File: src/rtl/portcmd_pkg.sv
package portcmd_pkg;

    localparam int BYTE_W  = 8;
    localparam int RES_W   = 16;
    localparam int IDX_W   = 3;

    localparam logic [2:0] OFF_OPC = 3'd4;
    localparam logic [2:0] OFF_ARG = 3'd5;

    localparam logic [7:0] OP_CLEAR    = 8'h00;
    localparam logic [7:0] OP_DMA_TMO  = 8'h05;
    localparam logic [7:0] OP_ERR_MASK = 8'h07;
    localparam logic [7:0] OP_CHARS    = 8'h09;
    localparam logic [7:0] OP_FLOW_LVL = 8'h0A;
    localparam logic [7:0] OP_TRIG_LVL = 8'h0B;
    localparam logic [7:0] OP_RX_TMO   = 8'h0C;
    localparam logic [7:0] OP_FL_TMO   = 8'h0D;
    localparam logic [7:0] OP_MODE     = 8'h10;
    localparam logic [7:0] OP_RX_AVAIL = 8'h14;
    localparam logic [7:0] OP_TX_AVAIL = 8'h15;
    localparam logic [7:0] OP_FLUSH_RX = 8'h1B;
    localparam logic [7:0] OP_FLUSH_TX = 8'h1C;
    localparam logic [7:0] OP_GET_MODE = 8'h1E;
    localparam logic [7:0] OP_ERR_CNT  = 8'h22;

    typedef struct packed {
        logic [BYTE_W-1:0] hi;
        logic [BYTE_W-1:0] lo;
    } res_t;

    function automatic logic [IDX_W-1:0] operand_count(input logic [7:0] op);
        case (op)
            OP_DMA_TMO, OP_RX_TMO, OP_FL_TMO, OP_MODE: operand_count = 3'd1;
            OP_ERR_MASK:                               operand_count = 3'd2;
            OP_FLOW_LVL, OP_TRIG_LVL:                  operand_count = 3'd4;
            OP_CHARS:                                  operand_count = 3'd5;
            default:                                   operand_count = 3'd0;
        endcase
    endfunction

    function automatic logic [7:0] mask_mode(input logic [7:0] raw);
        if (raw[0]) mask_mode = {raw[7:4], 3'b000, 1'b1};
        else        mask_mode = {raw[7:6], 2'b00, raw[3:1], 1'b0};
    endfunction

endpackage

File: src/rtl/portcmd_track.sv
module portcmd_track
    import portcmd_pkg::*;
(
    input  logic             clk,
    input  logic             rst,
    input  logic             opc_wr,
    input  logic             arg_wr,
    input  logic [7:0]       wdata,
    output logic [7:0]       cur_cmd,
    output logic [IDX_W-1:0] arg_idx,
    output logic             arg_take
);
    logic [IDX_W-1:0] need;

    always_comb begin
        need     = operand_count(cur_cmd);
        arg_take = arg_wr && (arg_idx < need);
    end

    always_ff @(posedge clk) begin
        if (rst) begin
            cur_cmd <= OP_CLEAR;
            arg_idx <= '0;
        end else if (opc_wr) begin
            cur_cmd <= wdata;
            arg_idx <= '0;
        end else if (arg_take) begin
            arg_idx <= arg_idx + 1'b1;
        end
    end
endmodule

File: src/rtl/portcmd_params.sv
module portcmd_params
    import portcmd_pkg::*;
#(
    parameter int LVL_W = 10
) (
    input  logic             clk,
    input  logic             rst,
    input  logic             opc_wr,
    input  logic             arg_take,
    input  logic [7:0]       cur_cmd,
    input  logic [IDX_W-1:0] arg_idx,
    input  logic [7:0]       wdata,
    output logic [LVL_W-1:0] flow_off_lvl,
    output logic [LVL_W-1:0] flow_on_lvl,
    output logic [LVL_W-1:0] rx_trig_lvl,
    output logic [LVL_W-1:0] tx_trig_lvl,
    output logic [7:0]       dma_tmo,
    output logic [7:0]       rxchr_tmo,
    output logic [7:0]       floff_tmo,
    output logic [15:0]      err_mask,
    output logic [7:0]       xon_chr,
    output logic [7:0]       xoff_chr,
    output logic [7:0]       esc_chr,
    output logic [7:0]       xor_chr,
    output logic [7:0]       cmp_mask,
    output logic [7:0]       mode_byte,
    output logic             flush_rx,
    output logic             flush_tx
);
    localparam int HI_W = LVL_W - 8;

    logic wipe;
    assign wipe = rst || (opc_wr && wdata == OP_CLEAR);

    always_ff @(posedge clk) begin
        if (wipe) begin
            flow_off_lvl <= '0;
            flow_on_lvl  <= '0;
            rx_trig_lvl  <= '0;
            tx_trig_lvl  <= '0;
            dma_tmo      <= '0;
            rxchr_tmo    <= '0;
            floff_tmo    <= '0;
            err_mask     <= '0;
            xon_chr      <= '0;
            xoff_chr     <= '0;
            esc_chr      <= '0;
            xor_chr      <= '0;
            cmp_mask     <= '0;
            mode_byte    <= '0;
        end else if (arg_take) begin
            case (cur_cmd)
                OP_DMA_TMO: dma_tmo   <= wdata;
                OP_RX_TMO:  rxchr_tmo <= wdata;
                OP_FL_TMO:  floff_tmo <= wdata;
                OP_MODE:    mode_byte <= mask_mode(wdata);
                OP_ERR_MASK: begin
                    if (arg_idx == 3'd0) err_mask[7:0]  <= wdata;
                    else                 err_mask[15:8] <= wdata;
                end
                OP_CHARS: begin
                    case (arg_idx)
                        3'd0:    xon_chr  <= wdata;
                        3'd1:    xoff_chr <= wdata;
                        3'd2:    esc_chr  <= wdata;
                        3'd3:    xor_chr  <= wdata;
                        default: cmp_mask <= wdata;
                    endcase
                end
                OP_FLOW_LVL: begin
                    case (arg_idx)
                        3'd0:    flow_off_lvl[LVL_W-1:8] <= wdata[HI_W-1:0];
                        3'd1:    flow_off_lvl[7:0]       <= wdata;
                        3'd2:    flow_on_lvl[LVL_W-1:8]  <= wdata[HI_W-1:0];
                        default: flow_on_lvl[7:0]        <= wdata;
                    endcase
                end
                OP_TRIG_LVL: begin
                    case (arg_idx)
                        3'd0:    rx_trig_lvl[LVL_W-1:8] <= wdata[HI_W-1:0];
                        3'd1:    rx_trig_lvl[7:0]       <= wdata;
                        3'd2:    tx_trig_lvl[LVL_W-1:8] <= wdata[HI_W-1:0];
                        default: tx_trig_lvl[7:0]       <= wdata;
                    endcase
                end
                default: ;
            endcase
        end
    end

    always_ff @(posedge clk) begin
        if (rst) begin
            flush_rx <= 1'b0;
            flush_tx <= 1'b0;
        end else begin
            flush_rx <= opc_wr && (wdata == OP_CLEAR || wdata == OP_FLUSH_RX);
            flush_tx <= opc_wr && (wdata == OP_CLEAR || wdata == OP_FLUSH_TX);
        end
    end
endmodule

File: src/rtl/portcmd_result.sv
module portcmd_result
    import portcmd_pkg::*;
#(
    parameter int LVL_W = 10
) (
    input  logic             clk,
    input  logic             rst,
    input  logic             opc_wr,
    input  logic             res_close,
    input  logic [7:0]       wdata,
    input  logic [LVL_W-1:0] rx_count,
    input  logic [LVL_W-1:0] tx_space,
    input  logic [RES_W-1:0] err_count,
    input  logic [7:0]       mode_byte,
    output res_t             res_q
);
    localparam int PAD_W = RES_W - LVL_W;

    res_t snap;

    always_comb begin
        case (wdata)
            OP_RX_AVAIL: snap = res_t'({{PAD_W{1'b0}}, rx_count});
            OP_TX_AVAIL: snap = res_t'({{PAD_W{1'b0}}, tx_space});
            OP_ERR_CNT:  snap = res_t'(err_count);
            OP_GET_MODE: snap = '{hi: 8'h00, lo: mode_byte};
            default:     snap = '0;
        endcase
    end

    always_ff @(posedge clk) begin
        if (rst)            res_q <= '0;
        else if (opc_wr)    res_q <= snap;
        else if (res_close) res_q <= '0;
    end
endmodule

File: src/rtl/portcmd_seq.sv
module portcmd_seq
    import portcmd_pkg::*;
#(
    parameter int LVL_W = 10
) (
    input  logic             clk,
    input  logic             rst,
    input  logic [2:0]       addr,
    input  logic             wr_en,
    input  logic             rd_en,
    input  logic [7:0]       wdata,
    output logic [7:0]       rdata,
    input  logic [LVL_W-1:0] rx_count,
    input  logic [LVL_W-1:0] tx_space,
    input  logic [15:0]      err_count,
    output logic [LVL_W-1:0] flow_off_lvl,
    output logic [LVL_W-1:0] flow_on_lvl,
    output logic [LVL_W-1:0] rx_trig_lvl,
    output logic [LVL_W-1:0] tx_trig_lvl,
    output logic [7:0]       dma_tmo,
    output logic [7:0]       rxchr_tmo,
    output logic [7:0]       floff_tmo,
    output logic [15:0]      err_mask,
    output logic [7:0]       xon_chr,
    output logic [7:0]       xoff_chr,
    output logic [7:0]       esc_chr,
    output logic [7:0]       xor_chr,
    output logic [7:0]       cmp_mask,
    output logic [7:0]       mode_byte,
    output logic             flush_rx,
    output logic             flush_tx
);
    logic             opc_wr, arg_wr, res_close, arg_take;
    logic [7:0]       cur_cmd;
    logic [IDX_W-1:0] arg_idx;
    res_t             res_q;
    logic [7:0]       stat_hi, stat_lo;

    assign opc_wr    = wr_en && addr == OFF_OPC;
    assign arg_wr    = wr_en && addr == OFF_ARG;
    assign res_close = rd_en && addr == OFF_ARG;
    assign stat_hi   = res_q.hi;
    assign stat_lo   = res_q.lo;

    portcmd_track u_trk (
        .clk(clk), .rst(rst), .opc_wr(opc_wr), .arg_wr(arg_wr),
        .wdata(wdata), .cur_cmd(cur_cmd), .arg_idx(arg_idx),
        .arg_take(arg_take)
    );

    portcmd_params #(.LVL_W(LVL_W)) u_prm (
        .clk(clk), .rst(rst), .opc_wr(opc_wr), .arg_take(arg_take),
        .cur_cmd(cur_cmd), .arg_idx(arg_idx), .wdata(wdata),
        .flow_off_lvl(flow_off_lvl), .flow_on_lvl(flow_on_lvl),
        .rx_trig_lvl(rx_trig_lvl), .tx_trig_lvl(tx_trig_lvl),
        .dma_tmo(dma_tmo), .rxchr_tmo(rxchr_tmo), .floff_tmo(floff_tmo),
        .err_mask(err_mask), .xon_chr(xon_chr), .xoff_chr(xoff_chr),
        .esc_chr(esc_chr), .xor_chr(xor_chr), .cmp_mask(cmp_mask),
        .mode_byte(mode_byte), .flush_rx(flush_rx), .flush_tx(flush_tx)
    );

    portcmd_result #(.LVL_W(LVL_W)) u_res (
        .clk(clk), .rst(rst), .opc_wr(opc_wr), .res_close(res_close),
        .wdata(wdata), .rx_count(rx_count), .tx_space(tx_space),
        .err_count(err_count), .mode_byte(mode_byte), .res_q(res_q)
    );

    always_comb begin
        rdata = 8'h00;
        if (rd_en) begin
            case (addr)
                OFF_OPC: rdata = stat_hi;
                OFF_ARG: rdata = stat_lo;
                default: rdata = 8'h00;
            endcase
        end
    end
endmodule

File: config.mk
export PLATFORM = sky130hd
export DESIGN_NAME = portcmd_seq
export DESIGN_NICKNAME = d
export VERILOG_FILES = /design/src/rtl/portcmd_pkg.sv /design/src/rtl/portcmd_track.sv /design/src/rtl/portcmd_params.sv /design/src/rtl/portcmd_result.sv /design/src/rtl/portcmd_seq.sv
export SDC_FILE = /design/constraint.sdc
export NUM_CORES = 1
export LEC_CHECK = 0
export BUFFER_PORTS_ARGS = -buffer_cell sky130_fd_sc_hd__buf_2
export CAP_MARGIN = 0
export CORE_ASPECT_RATIO = 1.4
export CORE_MARGIN = 2
export CORE_UTILIZATION = 53
export DETAILED_ROUTE_END_ITERATION = 6
export PLACE_DENSITY_LB_ADDON = 0.08
export SYNTH_ARGS = -nofsm -noshare
export SYNTH_HDL_FRONTEND = slang
export SYNTH_SLANG_ARGS = --single-unit
File: constraint.sdc
create_clock -name clk -period 3.4 [get_ports clk]
set_input_delay 0.17 -clock clk [delete_from_list [all_inputs] [get_ports clk]]
set_output_delay 0.17 -clock clk [all_outputs]
set_load 0.005 [all_outputs]
==> qor.txt <==
====================================================================================================
DR vias/cell                                                                                    5.95
Most Used Layer, Global Route                                                                   met2
Remaining number of nets flagged by the antenna check after routing                                0
Post-synthesis area per instance                                                          9.36 sq um
Post-synthesis cell area                                                                  6980 sq um
Arrival time of the worst setup path                                                         3.12 ns
NumNets Final                                                                                    961
Library cells used by synthesis                                                                   56
Final count of hold timing violations                                                              0
Number of hold buffers added after cts                                                             0
Setup crit end kind                                                                        flip-flop
Depth of the most critical reg-to-reg path                                                         8
Boundary Pins                                                                                    189
Initial antenna violation count                                                                    0
Worst Hold Endpoint                                                                     u_res.res_q[13]$_SDFFE_PP0P_
Final setup fails                                                                                  0
Number of flops mapped to enable cells by yosys                                                    0
Starting DRT DRC Count                                                                           343
Wirelength, routed                                                                      20100 microns
Via total after detailed routing                                                                6356
Highest attainable clock frequency                                                         0.357 GHz
Critical Path Fanout Max                                                                          27
Most common cell after layout, fill and taps aside                                      sky130_fd_sc_hd__buf_2
Overall power consumption                                                                    4050 uW
Die area                                                                                 14100 sq um
Outcome                                                                                    completed
Clock tree root driver cell                                                             sky130_fd_sc_hd__clkbuf_16
Height of the die                                                                        140 microns
Time the worst path needs with I/O delays and setup                                          2.80 ns
CP startpoint                                                                           u_trk.cur_cmd[5]$_SDFFE_PP0P_
Drt drc                                                                                            0
Number of antenna repair diodes                                                                    0
Vias in the first global route                                                                  6122
Area of placed instances                                                                  7980 sq um
Maximum buffer depth of the clock tree                                                             2
Post-Route Skew                                                                           0.00947 ns
Area growth from synthesis to layout                                                           23.0%
Max-slew violation count                                                                           0
Leakage component of the power                                                            0.00412 uW
Areal power density over the cells                                                       472 nW/um^2
CTS tree                                                                                       built
Count of clock tree sinks                                                                        160
Minimum setup slack after placement                                                         0.642 ns
Slew at the pin with the worst max-slew slack                                               0.860 ns
Port-buffer cells                                                                                188
IR Drop Worst-Case VDD                                                                      0.307 mV
Resized Gates After CTS                                                                            0
H-Tree Depth                                                                                       4
Hold path startpoint                                                                    err_count[13]
Number of register bits inferred by synthesis                                                    160
Average detailed-routed wire length per instance                                        18.8 microns
FP Rows                                                                                           49
Worst Hold Class                                                                              in2reg
Post-synth net total                                                                             804
Critical register-to-register path endpoint                                             u_prm.cmp_mask[0]$_SDFFE_PP0P_
Reg-to-reg slack, setup                                                                      0.60 ns
Required time of the worst setup path                                                        3.72 ns
Hold path depth                                                                                    3
Post-route worst setup slack                                                                0.597 ns
Worst slew margin                                                                              0.422
Crit path launch type                                                                      flip-flop
GR Layer Usage met3                                                                           0.0804
Hpwl dp                                                                                 14100 microns
Placer's final routability congestion estimate                                                 0.894
Period Utilization, post-route                                                                 0.824
Hold Worst Slack                                                                           0.0146 ns
Post-synthesis sequential area ratio                                                           0.459
Startpoint-to-endpoint class of the critical path                                            reg2reg
Clock insertion delay at the later pin of the skew report                                    0.42 ns
First-pass GRT wire length                                                              31700 microns
Overall track demand over capacity in global routing                                           0.284
Highest-count cells in the layout ignoring fill and taps                                188 x sky130_fd_sc_hd__buf_2, 160 x sky130_fd_sc_hd__dfxtp_1, 130 x sky130_fd_sc_hd__nand2_1, 115 x sky130_fd_sc_hd__mux2i_1, 46 x sky130_fd_sc_hd__a21oi_1
Core outline area                                                                        12900 sq um
Met2 Track Usage GR                                                                            0.493
DRT Pass-1 Iters                                                                                   5
Post-CTS setup buffers                                                                             0
Fraction of layout cells with a size suffix above 1                                            0.281
Dominant register cell in the synthesized netlist                                       sky130_fd_sc_hd__dfxtp_1
Post-route cell area                                                                      8590 sq um
Horizontal extent of the die                                                             101 microns
Largest net degree at the start of global routing                                                 69
GR Layer Usage met1                                                                            0.334
TritonCTS buffer count                                                                            17
RR Startpoint                                                                           u_trk.cur_cmd[5]$_SDFFE_PP0P_
Async S/R FF share, synth                                                                          0
Effective utilization at floorplan                                                             0.542
Gate count of the mapped netlist                                                                 746
Final total negative setup slack                                                                0 ns
Unrepaired setup endpoints after global routing                                                false
Remaining Overflow, GRT                                                                            0
Max-cap violations                                                                                 0
Clock-pin slew reported for the worst setup and hold paths after clock tree synthesis        0.06 ns
Count of yosys warnings during synthesis                                                           0
====================================================================================================
[how the worst max path moves through the flow]
stage                                     endpoint  slack (ns)  depth (start not counted)
global placement    u_prm.cmp_mask[2]$_SDFFE_PP0P_        0.78                          8
detailed placement  u_prm.cmp_mask[0]$_SDFFE_PP0P_        0.64                          8
finish              u_prm.cmp_mask[0]$_SDFFE_PP0P_        0.60                          8
global route        u_prm.cmp_mask[0]$_SDFFE_PP0P_        0.46                          8
floorplan           u_prm.cmp_mask[0]$_SDFFE_PP0P_        0.91                          9
CTS                 u_prm.cmp_mask[0]$_SDFFE_PP0P_        0.62                          8
[layer usage]
metal	wire (microns)	part of all wire
met1	7980	0.40
met2	10200	0.51
met3	1570	0.078
met4	408	0.020
met5	0	0
[kinds of logic (layout without fill, tap and decap cells)]
| group | after synthesis | after routing | synth area share |
|---|---|---|---|
| simple gates | 264 | 264 | 0.201 |
| fa+ha+maj | 8 | 8 | 0.0140 |
| compound gates | 131 | 131 | 0.119 |
| mux | 116 | 116 | 0.166 |
| flops | 160 | 160 | 0.459 |
| buf+inv | 67 | 237 | 0.0409 |
[registers in the layout, indices dropped and copies added (netlist names), 10 cells and up, named ones only]
register	count
u_prm.rx_trig_lvl	10
u_prm.err_mask	16
u_prm.tx_trig_lvl	10
u_res.res_q	16
u_prm.flow_off_lvl	10
u_prm.flow_on_lvl	10
[stage by stage]
step / utilization / std cells
2_1_floorplan: - / 746
3_3_place_gp: 0.619 / 1037
3_5_place_dp: 0.619 / 1037
4_1_cts: 0.667 / 1069
5_1_grt: 0.667 / 1069
6_report: 0.667 / 1069
[area by class of cell]
class	count	area, sq um
multi-input combinational	519	3540
fill	1058	4290
clock inverter	13	178
tap	153	191
inverter	7	26.3
sequential	160	3200
timing repair buffer	198	1020
clock buffer	19	433
[report_power, final]
part / internal [uW] / switching, uW
registers: 1880 / 4.84
clock network: 1180 / 804
logic: 57.1 / 137
total: 3110 / 946
[cells in the mapped netlist (all sizes together), types with 4 or more instances]
cell type  count  area (sq um)
dfxtp        160          3200
nand2        130           488
mux2i        115          1150
a21oi         47           239
clkbuf        32           123
buf           28           136
nand4         26           175
nand3         23           150
nor2          22          82.6
o21ai         21           105
o31ai         17           128
a22oi         14           105
a22o           8          70.1
o22ai          8          50.1
ha             7          87.6
inv            7          26.3
nor2b          7          43.8
nor3           6          30.0
nor4           6          67.6
nor4b          6          52.6
nand4b         5          43.8
and3           4          25.0
nand2b         4          25.0
or2            4          25.0
or4b           4          43.8
[critical path: stages, from the launching register on]
cell and delay [ns]:
sky130_fd_sc_hd__dfxtp_1 0.36, sky130_fd_sc_hd__nor3_1 0.35, sky130_fd_sc_hd__nand2_1 0.10, sky130_fd_sc_hd__ha_1 0.24, sky130_fd_sc_hd__or3b_2 0.49, sky130_fd_sc_hd__o221a_2 0.44
sky130_fd_sc_hd__nor4b_2 0.27, sky130_fd_sc_hd__buf_4 0.22, sky130_fd_sc_hd__mux2i_1 0.23
Power figures use the tool's default switching activity.
